## src/rtl/pfq_pkg.sv

```systemverilog
// Shared constants for the current-fault delay qualifier.
// Assumes three channels with fixed bit positions used across the block.
package pfq_pkg;
    localparam int NUM_CH     = 3;
    localparam int CH_OCD     = 0;   // discharge overcurrent
    localparam int CH_SCD     = 1;   // discharge short circuit
    localparam int CH_SCC     = 2;   // charge short circuit
    localparam int CODE_W     = 4;
    localparam int OCD_THR_W  = 4;
    localparam int SCC_THR_W  = 3;
    localparam int OCD_MV_W   = 8;
    localparam int SCC_MV_W   = 9;

    function automatic int max2(input int a, input int b);
        return (a > b) ? a : b;
    endfunction
endpackage

```

## src/rtl/pfq_delay_chan.sv

```systemverilog
// One hold-off timer. Counts ticks while the flag is high, latches a fault
// when the count reaches the limit, and holds it until a clear strobe is
// sampled with the flag low. Assumes limit is stable while counting.
module pfq_delay_chan #(
    parameter int LIM_W = 16
) (
    input  logic             clk,
    input  logic             rst_n,
    input  logic             tick_i,
    input  logic             flag_i,
    input  logic             clr_i,
    input  logic [LIM_W-1:0] limit_i,
    output logic             fault_o
);
    logic [LIM_W-1:0] cnt_q;
    logic [LIM_W:0]   cnt_next;
    logic             expire;

    // Next count and expiry test.
    always_comb begin
        cnt_next = {1'b0, cnt_q} + {{LIM_W{1'b0}}, 1'b1};
        expire   = (limit_i == '0) || (tick_i && (cnt_next >= {1'b0, limit_i}));
    end

    // Tick counter: cleared whenever the flag is low, frozen once latched.
    always_ff @(posedge clk) begin
        if (!rst_n || !flag_i) begin
            cnt_q <= '0;
        end else if (!fault_o && tick_i && !expire) begin
            cnt_q <= cnt_next[LIM_W-1:0];
        end
    end

    // Fault latch: set on expiry with flag high, cleared by strobe with flag low.
    always_ff @(posedge clk) begin
        if (!rst_n) begin
            fault_o <= 1'b0;
        end else if (flag_i && expire) begin
            fault_o <= 1'b1;
        end else if (!flag_i && clr_i) begin
            fault_o <= 1'b0;
        end
    end
endmodule

```

## src/rtl/pfq_thr_map.sv

```systemverilog
// Maps threshold codes to millivolt magnitudes for the comparators.
// The range select halves the scale. The charge short-circuit code saturates
// at the top of the full-scale range.
module pfq_thr_map
    import pfq_pkg::*;
#(
    parameter int OCD_BASE_MV = 50,
    parameter int OCD_STEP_MV = 10,
    parameter int SCC_BASE_MV = 100,
    parameter int SCC_STEP_MV = 50,
    parameter int SCC_MAX_K   = 4
) (
    input  logic                 range_i,
    input  logic [OCD_THR_W-1:0] ocd_code_i,
    input  logic [SCC_THR_W-1:0] scc_code_i,
    output logic [OCD_MV_W-1:0]  ocd_mv_o,
    output logic [SCC_MV_W-1:0]  scc_mv_o
);
    localparam int OCD_BASE_H = OCD_BASE_MV / 2;
    localparam int OCD_STEP_H = OCD_STEP_MV / 2;
    localparam int SCC_BASE_H = SCC_BASE_MV / 2;
    localparam int SCC_STEP_H = SCC_STEP_MV / 2;

    int ocd_k;
    int scc_k;
    int ocd_v;
    int scc_v;

    // Code-to-millivolt arithmetic for both thresholds.
    always_comb begin
        ocd_k = int'(ocd_code_i);
        scc_k = int'(scc_code_i);
        if (range_i) begin
            ocd_v = OCD_BASE_H + ocd_k * OCD_STEP_H;
            scc_v = SCC_BASE_H + scc_k * SCC_STEP_H;
        end else begin
            if (scc_k > SCC_MAX_K) scc_k = SCC_MAX_K;
            ocd_v = OCD_BASE_MV + ocd_k * OCD_STEP_MV;
            scc_v = SCC_BASE_MV + scc_k * SCC_STEP_MV;
        end
        ocd_mv_o = ocd_v[OCD_MV_W-1:0];
        scc_mv_o = scc_v[SCC_MV_W-1:0];
    end
endmodule

```

## src/rtl/pack_fault_qualifier.sv

```systemverilog
// Top of the current-fault delay qualifier. Derives the per-channel tick limits
// from the delay codes, runs one timer per channel and maps the latched
// faults onto the charge and discharge switch enables.
// Assumes tick_i is one clock wide and that the flags are already synchronous.
module pack_fault_qualifier
    import pfq_pkg::*;
#(
    parameter int SC_STEP_TICKS  = 61,
    parameter int OC_BASE_TICKS  = 1000,
    parameter int OC_STEP_TICKS  = 2000
) (
    input  logic                 clk,
    input  logic                 rst_n,
    input  logic                 tick_i,
    input  logic [2:0]           flag_i,
    input  logic [2:0]           clr_i,
    input  logic [3:0]           cfg_ocd_code_i,
    input  logic [3:0]           cfg_scd_code_i,
    input  logic [3:0]           cfg_scc_code_i,
    input  logic                 cfg_dbl_i,
    input  logic                 cfg_range_i,
    input  logic [3:0]           cfg_ocd_thr_i,
    input  logic [2:0]           cfg_scc_thr_i,
    output logic [2:0]           fault_o,
    output logic                 chg_en_o,
    output logic                 dsg_en_o,
    output logic [7:0]           ocd_thr_mv_o,
    output logic [8:0]           scc_thr_mv_o
);
    localparam int CODE_MAX = (1 << CODE_W) - 1;
    localparam int SC_MAX   = 2 * CODE_MAX * SC_STEP_TICKS;
    localparam int OC_MAX   = OC_BASE_TICKS + CODE_MAX * OC_STEP_TICKS;
    localparam int LIM_W    = $clog2(max2(SC_MAX, OC_MAX) + 1);

    logic [LIM_W-1:0] limit [NUM_CH];
    logic [LIM_W-1:0] sc_unit;
    logic [LIM_W-1:0] oc_base;
    logic [LIM_W-1:0] oc_step;

    assign sc_unit = LIM_W'(SC_STEP_TICKS);
    assign oc_base = LIM_W'(OC_BASE_TICKS);
    assign oc_step = LIM_W'(OC_STEP_TICKS);

    // Per-channel limit arithmetic; doubling affects discharge short only.
    always_comb begin
        limit[CH_OCD] = oc_base + LIM_W'(cfg_ocd_code_i) * oc_step;
        limit[CH_SCD] = LIM_W'(cfg_scd_code_i) * sc_unit;
        if (cfg_dbl_i) limit[CH_SCD] = limit[CH_SCD] << 1;
        limit[CH_SCC] = LIM_W'(cfg_scc_code_i) * sc_unit;
    end

    for (genvar g = 0; g < NUM_CH; g++) begin : g_chan
        pfq_delay_chan #(.LIM_W(LIM_W)) chan_i (
            .clk     (clk),
            .rst_n   (rst_n),
            .tick_i  (tick_i),
            .flag_i  (flag_i[g]),
            .clr_i   (clr_i[g]),
            .limit_i (limit[g]),
            .fault_o (fault_o[g])
        );
    end

    // Switch enables follow the current direction of each fault.
    always_comb begin
        chg_en_o = !fault_o[CH_SCC];
        dsg_en_o = !(fault_o[CH_OCD] || fault_o[CH_SCD]);
    end

    pfq_thr_map thr_i (
        .range_i    (cfg_range_i),
        .ocd_code_i (cfg_ocd_thr_i),
        .scc_code_i (cfg_scc_thr_i),
        .ocd_mv_o   (ocd_thr_mv_o),
        .scc_mv_o   (scc_thr_mv_o)
    );
endmodule

```

## config.mk

```make
export PLATFORM = sky130hd
export DESIGN_NAME = pack_fault_qualifier
export DESIGN_NICKNAME = d
export VERILOG_FILES = /design/src/rtl/pfq_pkg.sv /design/src/rtl/pfq_delay_chan.sv /design/src/rtl/pfq_thr_map.sv /design/src/rtl/pack_fault_qualifier.sv
export SDC_FILE = /design/constraint.sdc
export NUM_CORES = 1
export LEC_CHECK = 0
export BUFFER_PORTS_ARGS = -buffer_cell sky130_fd_sc_hd__buf_2
export CORE_ASPECT_RATIO = 1.4
export CORE_MARGIN = 3
export CORE_UTILIZATION = 67
export DETAILED_ROUTE_END_ITERATION = 16
export PLACE_DENSITY = 0.88
export SYNTH_ARGS = -nofsm -noshare
export SYNTH_HDL_FRONTEND = slang
export SYNTH_SLANG_ARGS = --single-unit
export TNS_END_PERCENT = 100
```

## constraint.sdc

```tcl
create_clock -name clk -period 8.1 [get_ports clk]
set_input_delay 0.405 -clock clk [delete_from_list [all_inputs] [get_ports clk]]
set_output_delay 0.405 -clock clk [all_outputs]
set_load 0.02 [all_outputs]
```

==> impl_metrics.ini <==
[placed_design]
place.gp.congestion = 0.9152
dp_hpwl_mm = 10.35
io_buffers = 51
placed_cells = 844

[synth]
synth_cell_types = 66
synth_seq_area_share_pct = 16.55
syn_area_per_cell_um2 = 8.190
synth_area_um2 = 5807
yosys_warnings = 0
synth_nets = 852
synth_seq_cells = 48
synth_flop_cell = dfxtp_1
synthArstFlopShare_pct = 0
synth-edff-count = 0
syn_inst = 709

[layout]
stdcell_count = 852
drive_above_1_share_pct = 9.733
nets = 892
area_delta_synth_final_pct = 7.929
mostFrequentLayoutCells = 95 x ha_1, 61 x nor2_1, 54 x inv_1
num_antenna_cells = 0
final_common_cell = ha_1

[timing]
finalMaxSlewViolations = 0
tightest_slew_ps = 625.4
setup_viol = 0
finalHoldViolations = 0
relSlewSlack_pct = 58.31
rsz0062_at_grt = false
setup_tns_ps = 0
period_minus_slack_ps = 5246
skew_ps = 4.493
fmaxAchievable_mhz = 190.6
fin_crit_sh_pct = 64.77

[route]
drc = 0
vias = 5270
top_layer_used = met4
antenna_left = 0
wl_met2_mm = 6.996
wirelength_mm = 12.84
wire_per_inst_um = 15.07
routedLengthMet1_mm = 5.079
wl_met3_um = 498
vias_per_cell = 6.185
drt_iter0_markers = 293
first_pass_iters = 5

[pwr]
max-vdd-ir-drop_mv = 0.09771
p_leak_nw = 2.842
total_power_mw = 0.8923
p_per_area_nw_per_um2 = 142.4

[worst_setup_path]
worstPathArrival_ps = 5460
critPathLaunchType = primary input
crit_fanout = 12
crit_type = in2reg
slowest_delay_ps = 610
r2r_cells = 14
reg2reg_from = g_chan[0].chan_i.cnt_q[0]
reg2reg_slack_ps = 4160
cp.required_ps = 8320
r2r_end = g_chan[0].chan_i.cnt_q[4]
cp_slowest_cell = fa_1
path_cells = buf_2, fa_1, inv_1, fa_1, inv_1, ha_1, nor2b_1, o21ai_0, nand2_1, xnor2_1, nor2_1, xnor2_1, ha_1, nand3_1, o22ai_1, o21a_1, o21ai_1, nand3_1, or3_1, a21oi_1
setup.worst_path.end_class = flop

[min_path]
hold_path_class = in2reg
min_from = rst_n
whs_path_depth = 2
whs_endpoint = g_chan[0].chan_i.fault_o

[floorplan]
die_w_um = 84.68
die_area_um2 = 9836
dieHeight_um = 116.2
floorplan.rows = 39
pin_count = 52
core_area_um2 = 8295
start_util_pct = 70.00

[clocking]
root_buffer = clkbuf_16
clk_latency_ps = 290
clockBufferDepth = 2
h-tree-depth = 2
cts_tree = built
cts_setup_buffers = 0
clkTransAtPathRegs_ps = 60
cts_sinks = 48
cts_hold_buf = 0
cts_buffers = 5
cts-resized-gates = 0

[global_routing]
overflow = 0
grt_first_pass_wirelength_mm = 22.46
grt_pass1_vias = 5327
antenna_found_initial = 0
grt_max_degree = 22
grt_usage_pct = 27.00

[flow_run]
drv_cap = 0

[status]
status = finished, final reports clean
## final cells by class
type                       instances  area [um2]
inverter                          54       202.7
clock inverter                     2       35.03
clock buffer                       6       128.9
timing repair buffer              52       262.8
multi-input combinational        588        4549
fill                             635        2028
sequential                        48       960.9
tap                              102       127.6
## synthesized netlist by cell type, drive strengths merged, types with 7 or more instances
library cell	count	area, um2
a21oi	48	240.2
nand2	50	187.7
nor2b	10	62.56
fa	18	360.4
buf	7	48.79
nand4	13	87.58
nor3	11	55.05
xor2	28	245.2
o31ai	20	150.1
ha	95	1189
or4	18	138.9
nand3	26	135.1
o21ai	26	130.1
mux2i	13	130.1
clkbuf	12	45.04
inv	54	202.7
a31oi	7	43.79
and3	14	87.58
dfxtp	48	960.9
xnor2	38	332.8
nor4	7	43.79
nor2	61	229.0
## worst max-delay path: cells and delay by family
kind | cells | cell delay [ps]
xor+xnor | 2 | 490
fa+ha+maj | 4 | 1760
compound gates | 5 | 1100
simple gates | 6 | 1420
buf+inv | 3 | 300
## layer usage
metal / up-vias / track usage [%]
met4: 0 / 10.35
met1: 2486 / 28.96
met2: 125 / 53.63
met5: - / 0
met3: 19 / 2.823
li1: 2640 / -
## state kept, by name, indices dropped and copies added, names as in the netlist
name,flops
g_chan.chan_i.cnt_q,45
g_chan.chan_i.fault_o,3
## stage by stage
| step | setup slack [ps] | hold slack, ps | util, % | area (um2) |
|---|---|---|---|---|
| 6_report | 2854 | 437.0 | 75.55 | 6267 |
| 4_1_cts | 2901 | 433.1 | 75.55 | 6267 |
| 3_3_place_gp | 2882 | 459.1 | 73.57 | 6103 |
| 5_1_grt | 2549 | 450.6 | 75.55 | 6267 |
| 3_5_place_dp | 2621 | 492.7 | 73.57 | 6103 |
| 2_1_floorplan | 3382 | 445.8 | - | 5807 |
## how the worst max path moves through the flow
stage                           start                    endpoint
floorplan           cfg_ocd_code_i[1]  g_chan[0].chan_i.cnt_q[12]
global placement    cfg_ocd_code_i[1]  g_chan[0].chan_i.cnt_q[10]
detailed placement  cfg_ocd_code_i[1]   g_chan[0].chan_i.cnt_q[4]
CTS                 cfg_ocd_code_i[1]   g_chan[0].chan_i.cnt_q[4]
global route        cfg_ocd_code_i[1]   g_chan[0].chan_i.cnt_q[4]
finish              cfg_ocd_code_i[1]   g_chan[0].chan_i.cnt_q[4]
## cells by family after synthesis
group	after synthesis	share of synthesized area [%]
AND/OR/NAND/NOR	241	21.40
AO/OA/AOI/OAI	151	17.11
adder cells (fa/ha/maj)	113	26.68
buffers and inverters	73	5.106
XOR/XNOR	67	10.34
flip-flops	48	16.55
multiplexers	16	2.823
## power breakdown
group,internal (mW),switching [mW],leakage [nW],total [mW]
clock network,0.145,0.0908,0.0808,0.236
logic,0.172,0.246,2.37,0.418
registers,0.237,0.00142,0.387,0.238
total,0.554,0.338,2.84,0.892
(Power assumes the default switching activity.)
